### src/rtl/irq_pkg.sv
package irq_pkg;
  localparam int NUM_SRC = 5;
  localparam int SRC_W   = 3;

  // index order is the fixed priority order, 0 = highest
  typedef enum logic [SRC_W-1:0] {
    SRC_NMI  = 3'd0,
    SRC_EDGE = 3'd1,
    SRC_HI   = 3'd2,
    SRC_LO   = 3'd3,
    SRC_EXT  = 3'd4
  } src_e;

  localparam int MSK_LO   = 0;
  localparam int MSK_HI   = 1;
  localparam int MSK_EDGE = 2;
  localparam int MSK_CLR  = 3;
endpackage

### src/rtl/irq_edge_cap.sv
module irq_edge_cap #(
  parameter bit HOLD_REQ = 1'b0
) (
  input  logic clk,
  input  logic rst,
  input  logic line_i,
  input  logic clr_i,
  output logic pend_o
);
  logic prev_q;
  logic pend_q;
  logic rise;
  logic pend_n;

  assign rise = line_i & ~prev_q;

  generate
    if (HOLD_REQ) begin : g_hold
      always_comb begin
        if (rise)         pend_n = 1'b1;
        else if (clr_i)   pend_n = 1'b0;
        else if (!line_i) pend_n = 1'b0;
        else              pend_n = pend_q;
      end
    end else begin : g_latch
      always_comb begin
        if (rise)       pend_n = 1'b1;
        else if (clr_i) pend_n = 1'b0;
        else            pend_n = pend_q;
      end
    end
  endgenerate

  always_ff @(posedge clk) begin
    if (rst) begin
      prev_q <= 1'b0;
      pend_q <= 1'b0;
    end else begin
      prev_q <= line_i;
      pend_q <= pend_n;
    end
  end

  assign pend_o = pend_q;

  AST_RISE_LATCHES: assert property (@(posedge clk) disable iff (rst)
    rise |=> pend_q);
  AST_NO_SPONTANEOUS_SET: assert property (@(posedge clk) disable iff (rst)
    (!pend_q && !rise) |=> !pend_q);
endmodule

### src/rtl/irq_arbiter.sv
module irq_arbiter #(
  parameter int N = 5
) (
  input  logic         clk,
  input  logic         rst,
  input  logic [N-1:0] req_i,
  output logic [N-1:0] grant_o,
  output logic         any_o
);
  logic found;

  always_comb begin
    grant_o = '0;
    found   = 1'b0;
    for (int i = 0; i < N; i++) begin
      if (req_i[i] && !found) begin
        grant_o[i] = 1'b1;
        found      = 1'b1;
      end
    end
  end

  assign any_o = |req_i;

  AST_GRANT_ONEHOT: assert property (@(posedge clk) disable iff (rst)
    any_o |-> $onehot(grant_o));
  AST_NO_GRANT_IDLE: assert property (@(posedge clk) disable iff (rst)
    !any_o |-> (grant_o == '0));
endmodule

### src/rtl/irq_prio_ctrl.sv
module irq_prio_ctrl
  import irq_pkg::*;
#(
  parameter int              ADDR_W    = 16,
  parameter logic [ADDR_W-1:0] VEC_NMI  = 16'h0024,
  parameter logic [ADDR_W-1:0] VEC_EDGE = 16'h003C,
  parameter logic [ADDR_W-1:0] VEC_HI   = 16'h0034,
  parameter logic [ADDR_W-1:0] VEC_LO   = 16'h002C
) (
  input  logic              clk,
  input  logic              rst,
  input  logic              nmi_i,
  input  logic              edge_i,
  input  logic              lvl_hi_i,
  input  logic              lvl_lo_i,
  input  logic              ext_i,
  input  logic              boundary_i,
  input  logic              ien_set_i,
  input  logic              ien_clr_i,
  input  logic              mask_wr_i,
  input  logic [3:0]        mask_din_i,
  input  logic              mask_rd_i,
  output logic              take_o,
  output logic [ADDR_W-1:0] vec_o,
  output logic              ack_o,
  output logic [7:0]        stat_o
);
  localparam logic [ADDR_W-1:0] VEC_TBL [NUM_SRC] =
    '{VEC_NMI, VEC_EDGE, VEC_HI, VEC_LO, '0};

  logic              ien_q;
  logic [2:0]        mask_q;
  logic              take_q;
  logic              ack_q;
  logic [ADDR_W-1:0] vec_q;
  logic [7:0]        stat_q;

  logic              nmi_pend;
  logic              edge_pend;
  logic [NUM_SRC-1:0] req;
  logic [NUM_SRC-1:0] grant;
  logic              any_req;
  logic              accept;
  logic [ADDR_W-1:0] vec_sel;

  // non-maskable line: request dropped if the line falls before service
  irq_edge_cap #(.HOLD_REQ(1'b1)) u_nmi_cap (
    .clk   (clk),
    .rst   (rst),
    .line_i(nmi_i),
    .clr_i (accept & grant[SRC_NMI]),
    .pend_o(nmi_pend)
  );

  // edge line: latched until serviced or cleared by a mask write
  irq_edge_cap #(.HOLD_REQ(1'b0)) u_edge_cap (
    .clk   (clk),
    .rst   (rst),
    .line_i(edge_i),
    .clr_i ((accept & grant[SRC_EDGE]) | (mask_wr_i & mask_din_i[MSK_CLR])),
    .pend_o(edge_pend)
  );

  always_comb begin
    req[SRC_NMI]  = nmi_pend;
    req[SRC_EDGE] = ien_q & edge_pend & ~mask_q[MSK_EDGE];
    req[SRC_HI]   = ien_q & lvl_hi_i  & ~mask_q[MSK_HI];
    req[SRC_LO]   = ien_q & lvl_lo_i  & ~mask_q[MSK_LO];
    req[SRC_EXT]  = ien_q & ext_i;
  end

  irq_arbiter #(.N(NUM_SRC)) u_arb (
    .clk    (clk),
    .rst    (rst),
    .req_i  (req),
    .grant_o(grant),
    .any_o  (any_req)
  );

  assign accept = boundary_i & any_req;

  always_comb begin
    vec_sel = '0;
    for (int i = 0; i < NUM_SRC; i++) begin
      if (grant[i]) vec_sel = vec_sel | VEC_TBL[i];
    end
  end

  always_ff @(posedge clk) begin
    if (rst) begin
      ien_q  <= 1'b0;
      mask_q <= 3'b111;
      take_q <= 1'b0;
      ack_q  <= 1'b0;
      vec_q  <= '0;
      stat_q <= '0;
    end else begin
      take_q <= accept;
      ack_q  <= accept & grant[SRC_EXT];
      if (accept) vec_q <= vec_sel;

      if (accept)         ien_q <= 1'b0;
      else if (ien_clr_i) ien_q <= 1'b0;
      else if (ien_set_i) ien_q <= 1'b1;

      if (mask_wr_i) mask_q <= mask_din_i[2:0];

      if (mask_rd_i)
        stat_q <= {nmi_pend, edge_pend, lvl_hi_i, lvl_lo_i, ien_q, mask_q};
    end
  end

  assign take_o = take_q;
  assign ack_o  = ack_q;
  assign vec_o  = vec_q;
  assign stat_o = stat_q;

  AST_TAKE_NEEDS_STROBE: assert property (@(posedge clk) disable iff (rst)
    take_q |-> $past(boundary_i));
  AST_NMI_UNGATED: assert property (@(posedge clk) disable iff (rst)
    (boundary_i && nmi_pend) |=> (take_q && vec_q == VEC_NMI));
  AST_GATED_QUIET: assert property (@(posedge clk) disable iff (rst)
    (boundary_i && !ien_q && !nmi_pend) |=> !take_q);
  AST_ACCEPT_DROPS_EN: assert property (@(posedge clk) disable iff (rst)
    take_q |-> !ien_q);
  AST_ACK_WITH_TAKE: assert property (@(posedge clk) disable iff (rst)
    ack_q |-> (take_q && vec_q == '0));
  AST_MASKED_QUIET: assert property (@(posedge clk) disable iff (rst)
    (boundary_i && !nmi_pend && !ext_i && mask_q == 3'b111) |=> !take_q);
endmodule

### config.mk
export PLATFORM = sky130hd
export DESIGN_NAME = irq_prio_ctrl
export DESIGN_NICKNAME = d
export VERILOG_FILES = /design/src/rtl/irq_pkg.sv /design/src/rtl/irq_edge_cap.sv /design/src/rtl/irq_arbiter.sv /design/src/rtl/irq_prio_ctrl.sv
export SDC_FILE = /design/constraint.sdc
export NUM_CORES = 1
export LEC_CHECK = 0
export BUFFER_PORTS_ARGS = -buffer_cell sky130_fd_sc_hd__buf_2
export CORE_ASPECT_RATIO = 1.2
export CORE_MARGIN = 4
export CORE_UTILIZATION = 25
export CTS_BUF_LIST = sky130_fd_sc_hd__clkbuf_16
export DETAILED_ROUTE_END_ITERATION = 7
export PLACE_DENSITY = 0.44
export RECOVER_POWER = 100
export SLEW_MARGIN = 20
export SYNTH_ARGS = -nofsm -noshare
export SYNTH_HDL_FRONTEND = slang
export SYNTH_SLANG_ARGS = --single-unit
export TNS_END_PERCENT = 30
### constraint.sdc
create_clock -name clk -period 1.4 [get_ports clk]
set_input_delay 0.07 -clock clk [delete_from_list [all_inputs] [get_ports clk]]
set_output_delay 0.07 -clock clk [all_outputs]
set_load 0.01 [all_outputs]
==> reports/metrics.cfg, run 1 <==
[cts]
clkTransAtPathRegs_ns = 0.05
htreeDepth = 1
cts-root-buf = clkbuf_16
worstSkewPairLatency_ns = 0.25
cts_tree = yes
cts_buffers = 3
cts_sinks = 21
post_cts_buffers = 0
clk_path_buf_depth = 2

[timing]
maxSlewViolCount = 0
period_share = 0.945
finalHoldViolations = 0
holdWs_ns = 0.0305
rsz0062_at_grt = no
final-setup-viol-count = 0
max_freq_ghz = 0.756
period_minus_slack_ns = 1.32
finalClockSkew_ns = 0.00165
setup_tns_ns = 0

[drt]
routedWlPerCell_um = 11.6
first_iter_violations = 29
num_vias = 682
viasPerCell = 4.21
routed_wl_um = 1880
drc = 0
ant_nets = 0
dr.pass1.iters = 4

[logic_synthesis]
synth_top_family_by_area = simple AND/OR/NAND/NOR gates
yosys.area_share.simple = 0.239
yosys_register_bits = 21
ys_warn_count = 0
synth_compound_area_frac = 0.0861
async_flop_share = 0
synthMuxAreaShare = 0.0874
synth_area_leaders = dfxtp_1 (46%), buf_4 (11%), mux2i_1 (8.7%)
ys_seq_area_frac = 0.459
syn_avg_cell_area_um2 = 9.64
yosys.area.top_type = dfxtp_1
synth_top_area_share = 0.459
synth.cells.most_frequent = dfxtp_1 (21), buf_4 (13), nor2_1 (13)
synthAdderAreaFrac = 0
synth_edf_count = 0
synth_xor_area_frac = 0
synthFlopType = dfxtp_1
syn_area_um2 = 916
synth_cells = 95
synth_most_common_cell = dfxtp_1
synth.distinct_cells = 29

[setup_path]
critPathKind = flop to flop
end_kind = flop
crit_arrival_ns = 1.44
critPathMaxFanout = 5
critPathRequiredTime_ns = 1.52
crit_path_start_kind = flop

[global_route]
grt_pass1_vias = 687
grt_util_all_layers = 0.0836
grt_max_degree = 22
grt_overflow = 0
grt_pass1_wl_um = 3140
antenna_found_initial = 0

[floorplanning]
start_util = 0.267
rows = 23
fp.dieW_um = 63.3
die_y_um = 74.3
coreArea_um2 = 3420
design.die.area_um2 = 4700
ios = 42

[final_layout]
final_nets = 142
drive_above_1_share = 0.216
fill_cells = 374
area_growth_pct = 23.1
diodes = 0

[hold_path]
hold_class = primary input to flop

[pwr]
peakVddDrop_mv = 0.500
cellPowerDensity_nw_per_um2 = 1230
p_leak_uw = 0.000485

[flow_run]
maxCapViolCount = 0

[outcome]
status = completed

[placed_design]
place_congestion = 0.770
dp_hpwl_um = 1480
portBuffers = 29

==> registers in the layout, indices dropped and copies added, names as in the netlist <==
| name | count |
|---|---|
| u_nmi_cap.prev_q | 1 |
| u_edge_cap.pend_o | 1 |
| stat_o | 8 |
| u_nmi_cap.pend_o | 1 |
| u_edge_cap.prev_q | 1 |
| mask_q | 3 |
| ien_q | 1 |
| take_o | 1 |
| vec_o | 3 |
| ack_o | 1 |
==> metrics by stage <==
| step | instances | util | setup slack (ns) | power, uW | cell area [um^2] |
|---|---|---|---|---|---|
| after floorplan | 106 | - | 0.171 | 788 | 957 |
| after global placement | 157 | 0.305 | 0.0626 | 822 | 1050 |
| after detailed placement | 157 | 0.305 | 0.0698 | 824 | 1050 |
| after CTS | 162 | 0.331 | 0.0539 | 1410 | 1130 |
| after global routing | 162 | 0.329 | 0.00353 | 1460 | 1130 |
| final | 162 | 0.329 | 0.0764 | 1390 | 1130 |
==> kinds of logic after synthesis <==
logic type | Yosys count
muxes | 8
AOI/OAI and AO/OA | 12
buffers and inverters | 17
DFF | 21
and+or+nand+nor | 36
other | 1
==> worst max-delay path, cell delays in order (launching register included) <==
cell     delay, ns
dfxtp_1       0.35
nor2b_4       0.22
or3b_2        0.48
nand3_1       0.09
a21oi_1       0.06
==> timing repair <==
item,CTS,global route
resized for setup,0,2
hold buffers,1,0
setup endpoints to repair,0,2
endpoints found under the hold margin,1,0
==> worst paths after layout <==
path         depth (start not counted)              start  slack, ns                end
max                                  4  u_edge_cap.pend_o       0.08  u_edge_cap.pend_o
min                                  2      mask_din_i[2]       0.03          mask_q[2]
min reg2reg                          1   u_nmi_cap.prev_q       0.41   u_nmi_cap.pend_o
max reg2reg                          4  u_edge_cap.pend_o       0.08  u_edge_cap.pend_o
==> layout by cell type, fill, tap and decap left out, drive strengths merged, types with 2 or more instances in the layout <==
cell,netlist,routed
a211o,3,3
conb,1,12
nor2,13,13
nor3,2,2
o21ai,5,5
buf,14,16
mux2i,8,8
nand2,3,3
nor2b,8,8
clkbuf,2,17
nor4,2,2
dfxtp,21,21
inv,1,2
a21oi,2,2
==> area by class of cell <==
cell class,instances,area (um^2),share of cell area
clock buffers,3,75.1,0.0666
clock inverters,1,3.75,0.00333
inverters,1,3.75,0.00333
multi-input cells,68,432,0.383
flip-flops and latches,21,422,0.374
well taps,37,46.3,0.0411
repair buffers,31,145,0.129
==> report_power, final <==
| group | switching [uW] | internal, uW |
|---|---|---|
| combinational | 88.8 | 71.4 |
| sequential | 21.1 | 630 |
| clock | 197 | 379 |
| total | 307 | 1080 |
==> layer usage <==
layer / global-route usage / vias up / routed length, um
met5: 0 / - / 0
met4: 0.0360 / 0 / 20
met3: 0.0121 / 2 / 122
met2: 0.142 / 28 / 886
met1: 0.107 / 294 / 850
li1: - / 358 / -
No activity file was read; power rests on OpenSTA's default activity.
==> inputs of run 2 (changes only) <==
Clock period 1.4 ns to 1.33 ns, I/O delays scaled along.
==> reports/metrics.cfg, run 2 (synthesis results as in run 1) <==
[outcome]
status = completed

[cts]
cts-root-buf = clkbuf_16
cts_tree = yes
worstSkewPairLatency_ns = 0.25  ; about the same
htreeDepth = 1  ; unchanged
clkTransAtPathRegs_ns = 0.06  ; about the same
cts_buffers = 3  ; unchanged
clk_path_buf_depth = 2  ; unchanged
cts_sinks = 21  ; unchanged

[global_route]
grt_pass1_vias = 701  ; +2.0%
grt_max_degree = 22  ; unchanged
grt_pass1_wl_um = 3200  ; +2.0%
antenna_found_initial = 0  ; unchanged
grt_util_all_layers = 0.0899  ; +0.00634
grt_overflow = 0  ; unchanged

[timing]
setup_tns_ns = 0  ; unchanged
final-setup-viol-count = 0  ; unchanged
max_freq_ghz = 0.779  ; +3.1%
period_minus_slack_ns = 1.28  ; -0.0392 ns
finalHoldViolations = 0  ; unchanged
period_share = 0.966  ; +0.0203
rsz0062_at_grt = yes
finalClockSkew_ns = 0.00131  ; -0.000332 ns
maxSlewViolCount = 0  ; unchanged
setup_slack_ns = 0.0456  ; -0.0308 ns

[setup_path]
cp_slowest_cell = or4b_1
critPathMaxFanout = 5  ; unchanged
rrSetupSlack_ns = 0.05  ; -0.03 ns
cp_num_buf_inv = 0  ; unchanged
critPathRequiredTime_ns = 1.52  ; about the same
path_cells = nor2b_4, nor2_1, or4b_1, a21oi_2
critPathKind = flop to flop
crit_path_start_kind = flop
max_stage_delay_ns = 0.49  ; about the same
end_kind = flop
path_delay_family = simple AND/OR/NAND/NOR gates
crit_arrival_ns = 1.48  ; +0.04 ns

[floorplanning]
start_util = 0.267  ; unchanged
coreArea_um2 = 3420  ; unchanged
fp.dieW_um = 63.3  ; unchanged
design.die.area_um2 = 4700  ; unchanged
die_y_um = 74.3  ; unchanged
ios = 42  ; unchanged
rows = 23  ; unchanged

[drt]
viasPerCell = 4.43  ; +5.2%
routed_wl_um = 1950  ; +3.5%
num_vias = 722  ; +5.9%
routedWlPerCell_um = 11.9  ; +2.8%
first_iter_violations = 6  ; -79%
drc = 0  ; unchanged
ant_nets = 0  ; unchanged
dr.pass1.iters = 4  ; unchanged

[pwr]
p_int_uw = 1150  ; +6.7%
p_sw_uw = 352  ; +15%
cellPowerDensity_nw_per_um2 = 1280  ; +4.2%
peakVddDrop_mv = 0.621  ; +24%
p_leak_uw = 0.000551  ; +14%
seq_power_share = 0.456  ; -0.013
swShare = 0.234  ; +0.0127
p_clk_frac = 0.424  ; +0.008
pwr-share-comb = 0.120  ; +0.005

[final_layout]
final_nets = 143  ; +0.70%
mostFrequentLayoutCell = buf_2
diodes = 0  ; unchanged
final_util = 0.343  ; +0.0135
final_cell_mix = buf_2 (29), dfxtp_1 (18), nor2_1 (13)
drive_above_1_share = 0.373  ; +0.157
fill_cells = 366  ; -2.1%
largest_reg_flops = 8  ; unchanged
area_growth_pct = 28.1

[placed_design]
dp_hpwl_um = 1430  ; -3.6%
dpl_worst_slack_ns = 0.0148  ; -0.0550 ns
place_congestion = 0.752  ; -2.3%
portBuffers = 29  ; unchanged

[hold_path]
hold_class = primary input to flop

[flow_run]
maxCapViolCount = 0  ; unchanged

==> run 2: cell count changes in the layout (fill, tap and decap cells not counted), sizes merged <==
cell / change
buf: +15
inv: -1
clkbuf: -14
clkinv: +1
==> run 2: worst paths after layout <==
path	cells after the start	to	startpoint
setup / recovery	4	vec_o[4]	u_edge_cap.pend_o
hold / removal	2	mask_q[0]	mask_din_i[0]
setup reg to reg	4	vec_o[4]	u_edge_cap.pend_o
hold reg to reg	1	u_nmi_cap.pend_o	u_nmi_cap.prev_q
==> run 2: worst register-to-register path, stage by stage, from the launching register on <==
cell and delay, ns:
dfxtp_2 0.33, nor2b_4 0.20, nor2_1 0.07, or4b_1 0.49, a21oi_2 0.14
==> run 2: layout make-up <==
cell class	instances	area (um^2)	area share
clock buffer	3	75.1	0.0640
inverter	1	3.75	0.00320
tap	37	46.3	0.0394
multi-input combinational	68	449	0.383
timing repair buffer	32	170	0.145
sequential	21	424	0.361
clock inverter	1	5.00	0.00426
==> run 2: what timing repair did <==
item / CTS / global route
gates resized for setup: 1 / 7
setup endpoints to repair: 1 / 5
hold buffers: 1 / 0
buffers inserted: 0 / 1
pin swaps: 0 / 1
gates cloned: 0 / 0
endpoints found under the hold margin: 1 / 0
==> run 2: power groups by stage <==
stage / registers (uW) / clock network, uW / logic (uW)
6_report: 686 / 638 / 181
5_1_grt: 691 / 686 / 204
4_1_cts: 684 / 662 / 171
3_5_place_dp: 698 / 0 / 168
3_3_place_gp: 697 / 0 / 169
2_1_floorplan: 703 / 0 / 127
==> run 2: metrics by stage <==
| stage | total power, uW | cell area (um^2) | instances | hold slack (ns) |
|---|---|---|---|---|
| after floorplan | 830 | 957 | 106 | 0.145 |
| after global placement | 866 | 1050 | 157 | 0.245 |
| after detailed placement | 866 | 1050 | 157 | 0.237 |
| after CTS | 1520 | 1140 | 162 | 0.00786 |
| after global routing | 1580 | 1170 | 163 | 0.0138 |
| final | 1500 | 1170 | 163 | 0.0131 |
==> run 2: metal layers <==
metal	routed length (um)	part of all wire	GRT usage
met5	0	0	0
met3	124	0.064	0.0196
met4	70	0.036	0.0719
met2	861	0.44	0.143
met1	889	0.46	0.106
